===== config.mk =====
export PLATFORM = sky130hd
export DESIGN_NAME = pipe_hazard_ctl
export DESIGN_NICKNAME = d
export VERILOG_FILES = /design/src/rtl/hz_pkg.sv /design/src/rtl/hz_operand_fwd.sv /design/src/rtl/hz_store_fwd.sv /design/src/rtl/hz_stall_unit.sv /design/src/rtl/hz_ctl_arb.sv /design/src/rtl/pipe_hazard_ctl.sv
export SDC_FILE = /design/constraint.sdc
export NUM_CORES = 1
export LEC_CHECK = 0
export BUFFER_PORTS_ARGS = -buffer_cell sky130_fd_sc_hd__buf_2
export CORE_ASPECT_RATIO = 1.2
export CORE_MARGIN = 2
export CORE_UTILIZATION = 42
export DETAILED_ROUTE_END_ITERATION = 12
export GPL_TIMING_DRIVEN = 0
export PLACE_DENSITY_LB_ADDON = 0.12
export SYNTH_ARGS = -nofsm -noshare
export SYNTH_HDL_FRONTEND = slang
export SYNTH_SLANG_ARGS = --single-unit

===== constraint.sdc =====
create_clock -name vclk -period 3.6
set_input_delay 0.18 -clock vclk [all_inputs]
set_output_delay 0.18 -clock vclk [all_outputs]
set_load 0.01 [all_outputs]

===== src/rtl/hz_pkg.sv =====
package hz_pkg;
  typedef enum logic [2:0] {
    OP_NOP    = 3'd0,
    OP_ALU    = 3'd1,
    OP_LOAD   = 3'd2,
    OP_STORE  = 3'd3,
    OP_MUL    = 3'd4,
    OP_BRANCH = 3'd5
  } op_e;

  typedef enum logic [1:0] {
    SEL_MEM = 2'd0,
    SEL_WB  = 2'd1,
    SEL_RF  = 2'd2
  } fwd_sel_e;

  localparam int OP_W = 3;
  // cycles from entering execute to writeback on the ALU path
  localparam int ALU_TO_W = 3;
endpackage


===== src/rtl/hz_operand_fwd.sv =====
module hz_operand_fwd
  import hz_pkg::*;
#(
  parameter int REG_W = 5
) (
  input  logic [REG_W-1:0] src_i,
  input  logic [REG_W-1:0] m_rd_i,
  input  logic             m_rd_we_i,
  input  logic [REG_W-1:0] w_rd_i,
  input  logic             w_rd_we_i,
  output fwd_sel_e         sel_o
);
  logic m_hit, w_hit;

  assign m_hit = m_rd_we_i && (m_rd_i != '0) && (m_rd_i == src_i);
  assign w_hit = w_rd_we_i && (w_rd_i != '0) && (w_rd_i == src_i);

  always_comb begin
    if (m_hit)      sel_o = SEL_MEM;
    else if (w_hit) sel_o = SEL_WB;
    else            sel_o = SEL_RF;
  end
endmodule


===== src/rtl/hz_store_fwd.sv =====
module hz_store_fwd
  import hz_pkg::*;
#(
  parameter int REG_W = 5
) (
  input  logic [OP_W-1:0]  m_op_i,
  input  logic [REG_W-1:0] m_rs2_i,
  input  logic [OP_W-1:0]  w_op_i,
  input  logic [REG_W-1:0] w_rd_i,
  input  logic             w_rd_we_i,
  output logic             st_fwd_o
);
  logic m_is_st, w_is_ld;

  assign m_is_st  = op_e'(m_op_i) == OP_STORE;
  assign w_is_ld  = op_e'(w_op_i) == OP_LOAD;
  assign st_fwd_o = m_is_st && w_is_ld && w_rd_we_i &&
                    (w_rd_i != '0) && (w_rd_i == m_rs2_i);
endmodule


===== src/rtl/hz_stall_unit.sv =====
module hz_stall_unit
  import hz_pkg::*;
#(
  parameter int REG_W      = 5,
  parameter int MUL_STAGES = 4
) (
  input  logic                             d_valid_i,
  input  logic [OP_W-1:0]                  d_op_i,
  input  logic [REG_W-1:0]                 d_rs1_i,
  input  logic [REG_W-1:0]                 d_rs2_i,
  input  logic [REG_W-1:0]                 d_rd_i,
  input  logic                             d_rd_we_i,
  input  logic [OP_W-1:0]                  x_op_i,
  input  logic [REG_W-1:0]                 x_rd_i,
  input  logic                             x_rd_we_i,
  input  logic [(MUL_STAGES-1)*REG_W-1:0]  p_rd_i,
  input  logic [MUL_STAGES-2:0]            p_rd_we_i,
  output logic                             hazard_o
);
  localparam int NUM_P    = MUL_STAGES - 1;
  // multiply latch that reaches writeback together with an ALU op leaving decode now
  localparam int PORT_IDX = MUL_STAGES - ALU_TO_W;

  op_e              d_op, x_op;
  logic             d_writes, x_load_live, load_use;
  logic [NUM_P-1:0] raw_hit, port_hit, waw_hit;

  assign d_op = op_e'(d_op_i);
  assign x_op = op_e'(x_op_i);

  assign d_writes    = d_rd_we_i && (d_rd_i != '0) && (d_op != OP_MUL);
  assign x_load_live = (x_op == OP_LOAD) && x_rd_we_i && (x_rd_i != '0);
  assign load_use    = x_load_live &&
                       ((d_rs1_i == x_rd_i) ||
                        ((d_rs2_i == x_rd_i) && (d_op != OP_STORE)));

  for (genvar k = 0; k < NUM_P; k++) begin : g_p
    logic [REG_W-1:0] rd_k;
    logic             live_k;
    assign rd_k       = p_rd_i[k*REG_W +: REG_W];
    assign live_k     = p_rd_we_i[k] && (rd_k != '0);
    assign raw_hit[k] = live_k && ((d_rs1_i == rd_k) || (d_rs2_i == rd_k));
    if (k == PORT_IDX) begin : g_port
      assign port_hit[k] = live_k && d_writes;
    end else begin : g_noport
      assign port_hit[k] = 1'b0;
    end
    if (k < PORT_IDX) begin : g_waw
      assign waw_hit[k] = live_k && d_writes && (rd_k == d_rd_i);
    end else begin : g_nowaw
      assign waw_hit[k] = 1'b0;
    end
  end

  assign hazard_o = d_valid_i && (load_use || (|raw_hit) || (|port_hit) || (|waw_hit));
endmodule


===== src/rtl/hz_ctl_arb.sv =====
module hz_ctl_arb (
  input  logic hazard_i,
  input  logic br_resolved_i,
  input  logic br_mispred_i,
  output logic hold_o,
  output logic nop_d_o,
  output logic nop_x_o
);
  logic kill;

  assign kill    = br_resolved_i && br_mispred_i;
  // kill overrides hold: the held instruction is on the wrong path
  assign hold_o  = hazard_i && !kill;
  assign nop_d_o = kill;
  assign nop_x_o = hazard_i || kill;
endmodule


===== src/rtl/pipe_hazard_ctl.sv =====
module pipe_hazard_ctl
  import hz_pkg::*;
#(
  parameter int REG_W      = 5,
  parameter int MUL_STAGES = 4
) (
  input  logic                            d_valid_i,
  input  logic [2:0]                      d_op_i,
  input  logic [REG_W-1:0]                d_rs1_i,
  input  logic [REG_W-1:0]                d_rs2_i,
  input  logic [REG_W-1:0]                d_rd_i,
  input  logic                            d_rd_we_i,
  input  logic [2:0]                      x_op_i,
  input  logic [REG_W-1:0]                x_rs1_i,
  input  logic [REG_W-1:0]                x_rs2_i,
  input  logic [REG_W-1:0]                x_rd_i,
  input  logic                            x_rd_we_i,
  input  logic                            x_br_resolved_i,
  input  logic                            x_br_mispred_i,
  input  logic [2:0]                      m_op_i,
  input  logic [REG_W-1:0]                m_rs2_i,
  input  logic [REG_W-1:0]                m_rd_i,
  input  logic                            m_rd_we_i,
  input  logic [2:0]                      w_op_i,
  input  logic [REG_W-1:0]                w_rd_i,
  input  logic                            w_rd_we_i,
  input  logic [(MUL_STAGES-1)*REG_W-1:0] p_rd_i,
  input  logic [MUL_STAGES-2:0]           p_rd_we_i,
  output logic [1:0]                      fwd_a_o,
  output logic [1:0]                      fwd_b_o,
  output logic                            st_data_fwd_o,
  output logic                            hold_o,
  output logic                            nop_d_o,
  output logic                            nop_x_o
);
  localparam int NUM_OPND = 2;

  logic [REG_W-1:0] opnd_src [NUM_OPND];
  fwd_sel_e         opnd_sel [NUM_OPND];
  logic             hazard;

  assign opnd_src[0] = x_rs1_i;
  assign opnd_src[1] = x_rs2_i;

  for (genvar g = 0; g < NUM_OPND; g++) begin : g_opnd
    hz_operand_fwd #(.REG_W(REG_W)) u_fwd (
      .src_i     (opnd_src[g]),
      .m_rd_i    (m_rd_i),
      .m_rd_we_i (m_rd_we_i),
      .w_rd_i    (w_rd_i),
      .w_rd_we_i (w_rd_we_i),
      .sel_o     (opnd_sel[g])
    );
  end

  assign fwd_a_o = opnd_sel[0];
  assign fwd_b_o = opnd_sel[1];

  hz_store_fwd #(.REG_W(REG_W)) u_st (
    .m_op_i    (m_op_i),
    .m_rs2_i   (m_rs2_i),
    .w_op_i    (w_op_i),
    .w_rd_i    (w_rd_i),
    .w_rd_we_i (w_rd_we_i),
    .st_fwd_o  (st_data_fwd_o)
  );

  hz_stall_unit #(.REG_W(REG_W), .MUL_STAGES(MUL_STAGES)) u_stall (
    .d_valid_i (d_valid_i),
    .d_op_i    (d_op_i),
    .d_rs1_i   (d_rs1_i),
    .d_rs2_i   (d_rs2_i),
    .d_rd_i    (d_rd_i),
    .d_rd_we_i (d_rd_we_i),
    .x_op_i    (x_op_i),
    .x_rd_i    (x_rd_i),
    .x_rd_we_i (x_rd_we_i),
    .p_rd_i    (p_rd_i),
    .p_rd_we_i (p_rd_we_i),
    .hazard_o  (hazard)
  );

  hz_ctl_arb u_arb (
    .hazard_i      (hazard),
    .br_resolved_i (x_br_resolved_i),
    .br_mispred_i  (x_br_mispred_i),
    .hold_o        (hold_o),
    .nop_d_o       (nop_d_o),
    .nop_x_o       (nop_x_o)
  );
endmodule



Yosys cells after proc, flatten, opt, wreduce, memory -nomap -nowiden:

Index checks and enable logic that the tools add are counted.

* multiplexer cells: 4
* equal/unequal tests: 19
* reductions and logical operators: 45

Operator list (number)
* $eq A5 B5 Y1: 14
* $reduce_bool A5 Y1: 7
* $logic_and A1 B1 Y1: 28
* $eq A3 B2 Y1 const B: 3
* $logic_or A1 B1 Y1: 8
* $mux W2: 4
* $ne A3 B2 Y1 const B: 1
* $ne A3 B3 Y1 const B: 1
* $reduce_or A3 Y1: 1
* $logic_not A1 Y1: 1

* input port bits: 82
* logic and storage cells: 68
* output and inout bits: 8
* register bits after elaboration: 0

Logic depth before layout (Yosys ltp):

Gate-level depths: netlist of run 1.

* depth after elaboration: 9
* gate-level depth with buffers: 6

Cells and area by module:

From an unflattened synthesis of run 1, not the netlist that was laid out.

* cell total of the unflattened synthesis: 146
* area total of the unflattened synthesis: 1079.8 µm²

Modules (own cells, without submodules)
* hz_stall_unit: cells an instance 91, seq. area each 0.0 µm², area an instance 663.1 µm², instances 1
* hz_operand_fwd: cells an instance 20, seq. area each 0.0 µm², area an instance 150.1 µm², instances 2
* hz_store_fwd: cells an instance 12, seq. area each 0.0 µm², area an instance 91.3 µm², instances 1
* hz_ctl_arb: cells an instance 3, seq. area each 0.0 µm², area an instance 25.0 µm², instances 1

Worst setup path after synthesis of run 1:

Ideal clock, no wire load.

* kind: input -> output
* start point: input port d_rd_i[0]
* end point: output port nop_x_o
* stages: 5
* data required time: 3.420 ns
* path slack: 2.039 ns
* arrival time: 1.381 ns
* cells stage by stage: or4_1 o211ai_2 nor4_1 o31ai_2 nand4b_1

* longest elaborated chain between the ends: 8
* elaborated cells on any way between the ends: 11
* those cells by class: 1 x eq/ne; 10 x reduce/logical

RTL lines
* start, declared: line pipe_hazard_ctl.sv:11 `input logic [REG_W-1:0] d_rd_i,`
* $reduce_bool A5 Y1: line hz_stall_unit.sv:31 `assign d_writes = d_rd_we_i && (d_rd_i != '0) && (d_op != OP_MUL);`
* $logic_and A1 B1 Y1 (2 in series): line hz_stall_unit.sv:31
* $logic_and A1 B1 Y1 (on tied branches): line hz_stall_unit.sv:44, hz_stall_unit.sv:49
* $logic_or A1 B1 Y1 or $logic_and A1 B1 Y1 (tied branches): line hz_stall_unit.sv:55, hz_stall_unit.sv:49
* $logic_or A1 B1 Y1 *: line hz_stall_unit.sv:55 `assign hazard_o = d_valid_i && (load_use || (|raw_hit) || (|port_hit) || (|waw_hit));`
* $logic_and A1 B1 Y1 *: line hz_stall_unit.sv:55
* $logic_or A1 B1 Y1 *: line hz_ctl_arb.sv:15 `assign nop_x_o = hazard_i || kill;`
* end, declared: line pipe_hazard_ctl.sv:34 `output logic nop_x_o`

Every way passes the cells marked *; elsewhere a longest branch is shown, timed or not.

Worst setup path after layout of run 1:

* start point: input port d_rd_i[0]
* end point: output port hold_o

* longest elaborated chain between the ends: 8
* elaborated cells on any way between the ends: 11
* those cells by class: 1 x eq/ne; 10 x reduce/logical

RTL lines
* $reduce_bool A5 Y1: line hz_stall_unit.sv:31
* $logic_and A1 B1 Y1 (2 in series): line hz_stall_unit.sv:31
* $logic_and A1 B1 Y1 (on tied branches): line hz_stall_unit.sv:44, hz_stall_unit.sv:49
* $logic_or A1 B1 Y1 or $logic_and A1 B1 Y1 (tied branches): line hz_stall_unit.sv:55, hz_stall_unit.sv:49
* $logic_or A1 B1 Y1 *: line hz_stall_unit.sv:55
* $logic_and A1 B1 Y1 *: line hz_stall_unit.sv:55
* $logic_and A1 B1 Y1 *: line hz_ctl_arb.sv:13 `assign hold_o = hazard_i && !kill;`
* end, declared: line pipe_hazard_ctl.sv:32 `output logic hold_o,`

Marked as above.

==> run_results.csv, run 1 <==
group,metric,value,unit
worst_setup_path,critPathLaunchType,"primary input",
pwr,cellPowerDensity,119,nW/um2
cells_and_area,ff_latch_area,0,um2
sta,worstMarginPinSlew,397,ps
outcome,status,"finished, final reports clean",
routing,dr.pass1.iters,4,
sta,fmax,0.531,GHz
min_path,hp-class,"primary input to output port",
global_route,grt_pass1_wl,5600,um
place,placed_cells,251,
yosys,synth.distinct_cells,25,
routing,wl_per_cell,13.6,um
global_route,grt_pass1_vias,1314,
clock_network,cts_setup_buffers,0,
floorplan,die_h,57.3,um
min_path,hold_start,"m_op_i[0]",
floorplan,core,2260,um2
routing,vias_per_cell,5.29,
worst_setup_path,crit_type,"primary input to output port",
floorplan,start_util,44.0,%
yosys,ys_warn_count,0,
place,gp_congestion,0.817,
floorplan,ios,90,
cells_and_area,area_growth,48.2,%
cells_and_area,nNetsFinal,304,
cells_and_area,num_antenna_cells,0,
worst_setup_path,critPathMaxFanout,2,
cells_and_area,instances_no_fill,251,
global_route,grt_max_degree,5,
pwr,ir_drop,0.0000715,V
cells_and_area,final_core_util,65.2,%
sta,slew_headroom,73.3,%
global_route,overflow,0,
worst_setup_path,crit_slowest_cell,"or4_1",
routing,postRouteAntennaNets,0,
routing,post-route-drc-count,0,
cells_and_area,clkbuf_count,0,
yosys,avgSynthCellArea,7.53,um2
cells_and_area,seq_cells,0,
yosys,syn-num-nets,214,
sta,setup-violations-final,0,
yosys,synth.cell_area,993,um2
worst_setup_path,cp-startpoint,"d_rd_i[0]",
clock_network,cts.repair.resized,0,
sta,fin_setup_tns,0,ps
routing,vias,1327,
yosys,seq_area_frac_synth,0,%
sta,finalCriticalPeriod,1880,ps
cells_and_area,fill_cells,222,
sta,rsz0062_at_grt,"false",
run,maxCapViolCount,0,
floorplan,rows,19,
worst_setup_path,crit_required,3420,ps
routing,first_iter_violations,11,
sta,maxSlewViolCount,0,
yosys,syn-instance-count,132,
place,place_hpwl,3100,um
cells_and_area,drive_gt1_share,41.8,%
clock_network,hold_buffers,0,
global_route,antenna_found_initial,0,
floorplan,die_area,2770,um2
floorplan,die_x,48.4,um
worst_setup_path,slowest_delay,530,ps
sta,finalHoldViolations,0,
worst_setup_path,arrival,1700,ps
global_route,globalRouteTotalUtil,24.7,%
worst_setup_path,cpMostUsedCell,"buf_2",
worst_setup_path,crit_chain,"buf_2, or4_1, o211ai_2, nor4_1, o31ai_2, a31oi_1, buf_2",
routing,wirelength,3420,um
place,port_buffers,88,
pwr,p_leak,0.630,nW
sta,period_share,52.3,%
worst_setup_path,cp-end-kind,"output port",
-- synthesized netlist by cell type --
cell | instances | area share (%)
nor2_1 | 3 | 1.1
o311a_1 | 2 | 2.0
xnor2_1 | 43 | 38
clkbuf_1 | 2 | 0.76
or3_1 | 2 | 1.3
a31oi_1 | 3 | 1.9
nand4b_1 | 2 | 1.8
o211ai_2 | 1 | 1.3
o21ai_1 | 1 | 0.50
or3b_2 | 1 | 0.88
nand2_1 | 4 | 1.5
o211ai_1 | 1 | 0.76
a22oi_1 | 1 | 0.76
o31ai_2 | 1 | 1.3
o22ai_1 | 2 | 1.3
o21ai_0 | 2 | 1.0
and2_1 | 1 | 0.63
nor4b_1 | 1 | 0.88
xor2_1 | 27 | 24
nand3_1 | 12 | 6.0
or4_1 | 5 | 3.8
nor4_1 | 6 | 3.8
a31o_2 | 1 | 0.88
nor3_1 | 6 | 3.0
nand4_1 | 2 | 1.3
-- report_power, final --
group | internal (mW) | switching (mW)
Combinational | 0.0898 | 0.0857
Sequential | 0 | 0
Clock | 0 | 0
Total | 0.0898 | 0.0857
-- cells by family (layout without fill, tap and decap cells) --
logic type                count (synthesis)  after routing  share of synthesized area (%)
AOI/OAI and AO/OA                        15             15                           11.6
xor gates and xnor gates                 70             70                           61.7
buffers and inverters                     2             90                          0.756
and+or+nand+nor                          45             45                           25.9
-- cells in the final DEF (no fill, tap or decap) --
| cell | count |
|---|---|
| o22ai_1 | 2 |
| nor2_1 | 3 |
| or4_1 | 5 |
| o211ai_2 | 1 |
| o211ai_1 | 1 |
| buf_2 | 88 |
| nand4b_1 | 2 |
| nor4b_1 | 1 |
| nand3_1 | 12 |
| or3_1 | 2 |
| a22oi_1 | 1 |
| and2_1 | 1 |
| a31oi_1 | 3 |
| or3b_2 | 1 |
| xor2_1 | 27 |
| o21ai_0 | 2 |
| o311a_1 | 2 |
| a31o_2 | 1 |
| xnor2_1 | 43 |
| o31ai_2 | 1 |
| nand4_1 | 2 |
| o21ai_1 | 1 |
| clkbuf_1 | 2 |
| nand2_1 | 4 |
| nor4_1 | 6 |
| nor3_1 | 6 |
-- critical path: cells and delay by family --
kind                   cells  cell delay, ps
AND/OR/NAND/NOR            2             630
buffers and inverters      2             270
AO/OA/AOI/OAI              3             630
-- area by class of cell --
cell class / instances / area [um2] / area share (%)
repair buffers: 88 / 440 / 29.9
multi-input cells: 130 / 986 / 67.0
well taps: 31 / 38.8 / 2.63
plain buffers: 2 / 7.51 / 0.510
-- path summary, 6_finish.rpt --
| path | end | slack (ps) | depth (start not counted) |
|---|---|---|---|
| hold / removal | st_data_fwd_o | 680 | 4 |
| setup / recovery | hold_o | 1720 | 7 |
-- routing by layer --
layer / routed length, um / GRT usage (%) / vias up
li1: - / - / 655
met2: 1930 / 53.4 / 71
met4: 64 / 4.90 / 0
met1: 1210 / 25.2 / 595
met5: 0 / 0 / -
met3: 218 / 2.36 / 6
-- metrics by stage --
step	hold WS, ps	instance area [um2]	setup slack (ps)	total power [mW]
4_1_cts	690	1470	1720	0.176
6_report	685	1470	1720	0.176
3_5_place_dp	690	1470	1720	0.175
5_1_grt	717	1470	1670	0.192
3_3_place_gp	690	1470	1740	0.168
2_1_floorplan	474	993	2040	0.0872
No activity file was read; power rests on OpenSTA's default activity.
==> run 2, diff against run 1 <==
--- a/config.mk
+++ b/config.mk
@@ -8,7 +8,7 @@
 export BUFFER_PORTS_ARGS = -buffer_cell sky130_fd_sc_hd__buf_2
 export CORE_ASPECT_RATIO = 1.2
 export CORE_MARGIN = 2
-export CORE_UTILIZATION = 42
+export CORE_UTILIZATION = 40
 export DETAILED_ROUTE_END_ITERATION = 12
 export GPL_TIMING_DRIVEN = 0
 export PLACE_DENSITY_LB_ADDON = 0.12
==> constraint.sdc (replaced) <==
create_clock -name vclk -period 1.9
set_input_delay 0.095 -clock vclk [all_inputs]
set_output_delay 0.095 -clock vclk [all_outputs]
set_load 0.01 [all_outputs]
==> run_results.csv, run 2 (synthesis gave the netlist of run 1 again) <==
group,metric,value,unit
cells_and_area,area_growth,48.2,%
cells_and_area,seq_cells,0,
routing,vias_per_cell,5.20,
floorplan,start_util,42.6,%
routing,wl_per_cell,12.7,um
sta,maxSlewViolCount,0,
clock_network,cts.repair.resized,0,
floorplan,die_x,49.5,um
cells_and_area,fill_cells,230,
cells_and_area,final_cell_mix,"buf_2, xnor2_1, xor2_1, nand3_1",
routing,first_iter_violations,15,
routing,vias,1306,
floorplan,rows,19,
cells_and_area,instances_no_fill,251,
worst_setup_path,critPathLaunchType,"primary input",
pwr,p_total,327,uW
cells_and_area,multi_input_area,986,um2
cells_and_area,drive_gt1_share,41.8,%
global_route,grt_util_met1,20.5,%
sta,rsz0062_at_grt,"false",
worst_setup_path,crit_required,1800,ps
place,placed_cells,251,
sta,finalHoldViolations,0,
floorplan,die_h,58.6,um
pwr,cellPowerDensity,222,nW/um2
global_route,grt_max_degree,5,
cells_and_area,clkbuf_count,0,
worst_setup_path,cp-end-kind,"output port",
routing,wirelength,3200,um
sta,slew_headroom,70.3,%
cells_and_area,nNetsFinal,304,
cells_and_area,ff_latch_area,0,um2
sta,period_share,89.7,%
worst_setup_path,arrival,1610,ps
worst_setup_path,critPathMaxFanout,2,
global_route,grt_use_met3,2.03,%
global_route,overflow,0,
clock_network,cts_setup_buffers,0,
pwr,p_leak,0.630,nW
worst_setup_path,crit_type,"primary input to output port",
global_route,grt.busiest_layer,"met2",
cells_and_area,num_antenna_cells,0,
global_route,grt_pass1_vias,1228,
pwr,ir_drop,0.000125,V
global_route,grt_pass1_wl,4910,um
run,maxCapViolCount,0,
floorplan,ios,90,
cells_and_area,final_common_cell,"buf_2",
sta,setup-violations-final,0,
place,gp_congestion,0.905,
global_route,met2_usage,47.9,%
sta,fmax,0.587,GHz
sta,fin_setup_tns,0,ps
global_route,globalRouteTotalUtil,20.8,%
routing,post-route-drc-count,0,
min_path,hp-class,"primary input to output port",
routing,dr.pass1.iters,4,
clock_network,hold_buffers,0,
sta,worstMarginPinSlew,441,ps
floorplan,core,2330,um2
place,port_buffers,88,
global_route,antenna_found_initial,0,
sta,finalCriticalPeriod,1700,ps
outcome,status,"finished, final reports clean",
floorplan,die_area,2900,um2
routing,postRouteAntennaNets,0,
[run 2: cell counts in the layout (fill, tap and decap cells not counted)]
Identical to the previous run, type by type.
[run 2: where the power goes]
part           total, mW  switching [mW]  internal, mW  leakage (nW)
clock network          0               0             0             0
logic              0.327           0.156         0.170         0.630
registers              0               0             0             0
total              0.327           0.156         0.170         0.630
[run 2: path summary, 6_finish.rpt]
path / startpoint / to / slack, ps / depth (start not counted)
max: d_rd_i[0] / nop_x_o / 200 / 7
min: m_op_i[0] / st_data_fwd_o / 520 / 4
[run 2: stage by stage]
stage | setup WS [ps] | hold WS (ps) | area, um2 | util (%)
3_5_place_dp | 185 | 525 | 1470 | 63.2
3_3_place_gp | 214 | 524 | 1470 | 63.2
5_1_grt | 112 | 561 | 1470 | 63.2
4_1_cts | 185 | 527 | 1470 | 63.2
6_report | 196 | 523 | 1470 | 63.2
2_1_floorplan | 509 | 304 | 993 | -
[run 2: worst max-delay path, cell delays in order]
cell and delay (ps):
buf_2 110, or4_1 530, o211ai_2 200, nor4_1 100, o31ai_2 310, nand4b_1 120
buf_2 150
[run 2: per-layer routing]
layer | vias up | routed length [um]
met1 | 597 | 1140
met5 | - | 0
met2 | 53 | 1830
met3 | 0 | 225
met4 | 0 | 0
li1 | 656 | -
[run 2: layout make-up]
| cell class | instances | share of cell area (%) |
|---|---|---|
| tap | 31 | 2.63 |
| timing repair buffer | 88 | 29.9 |
| multi-input combinational | 130 | 67.0 |
| buffer | 2 | 0.510 |
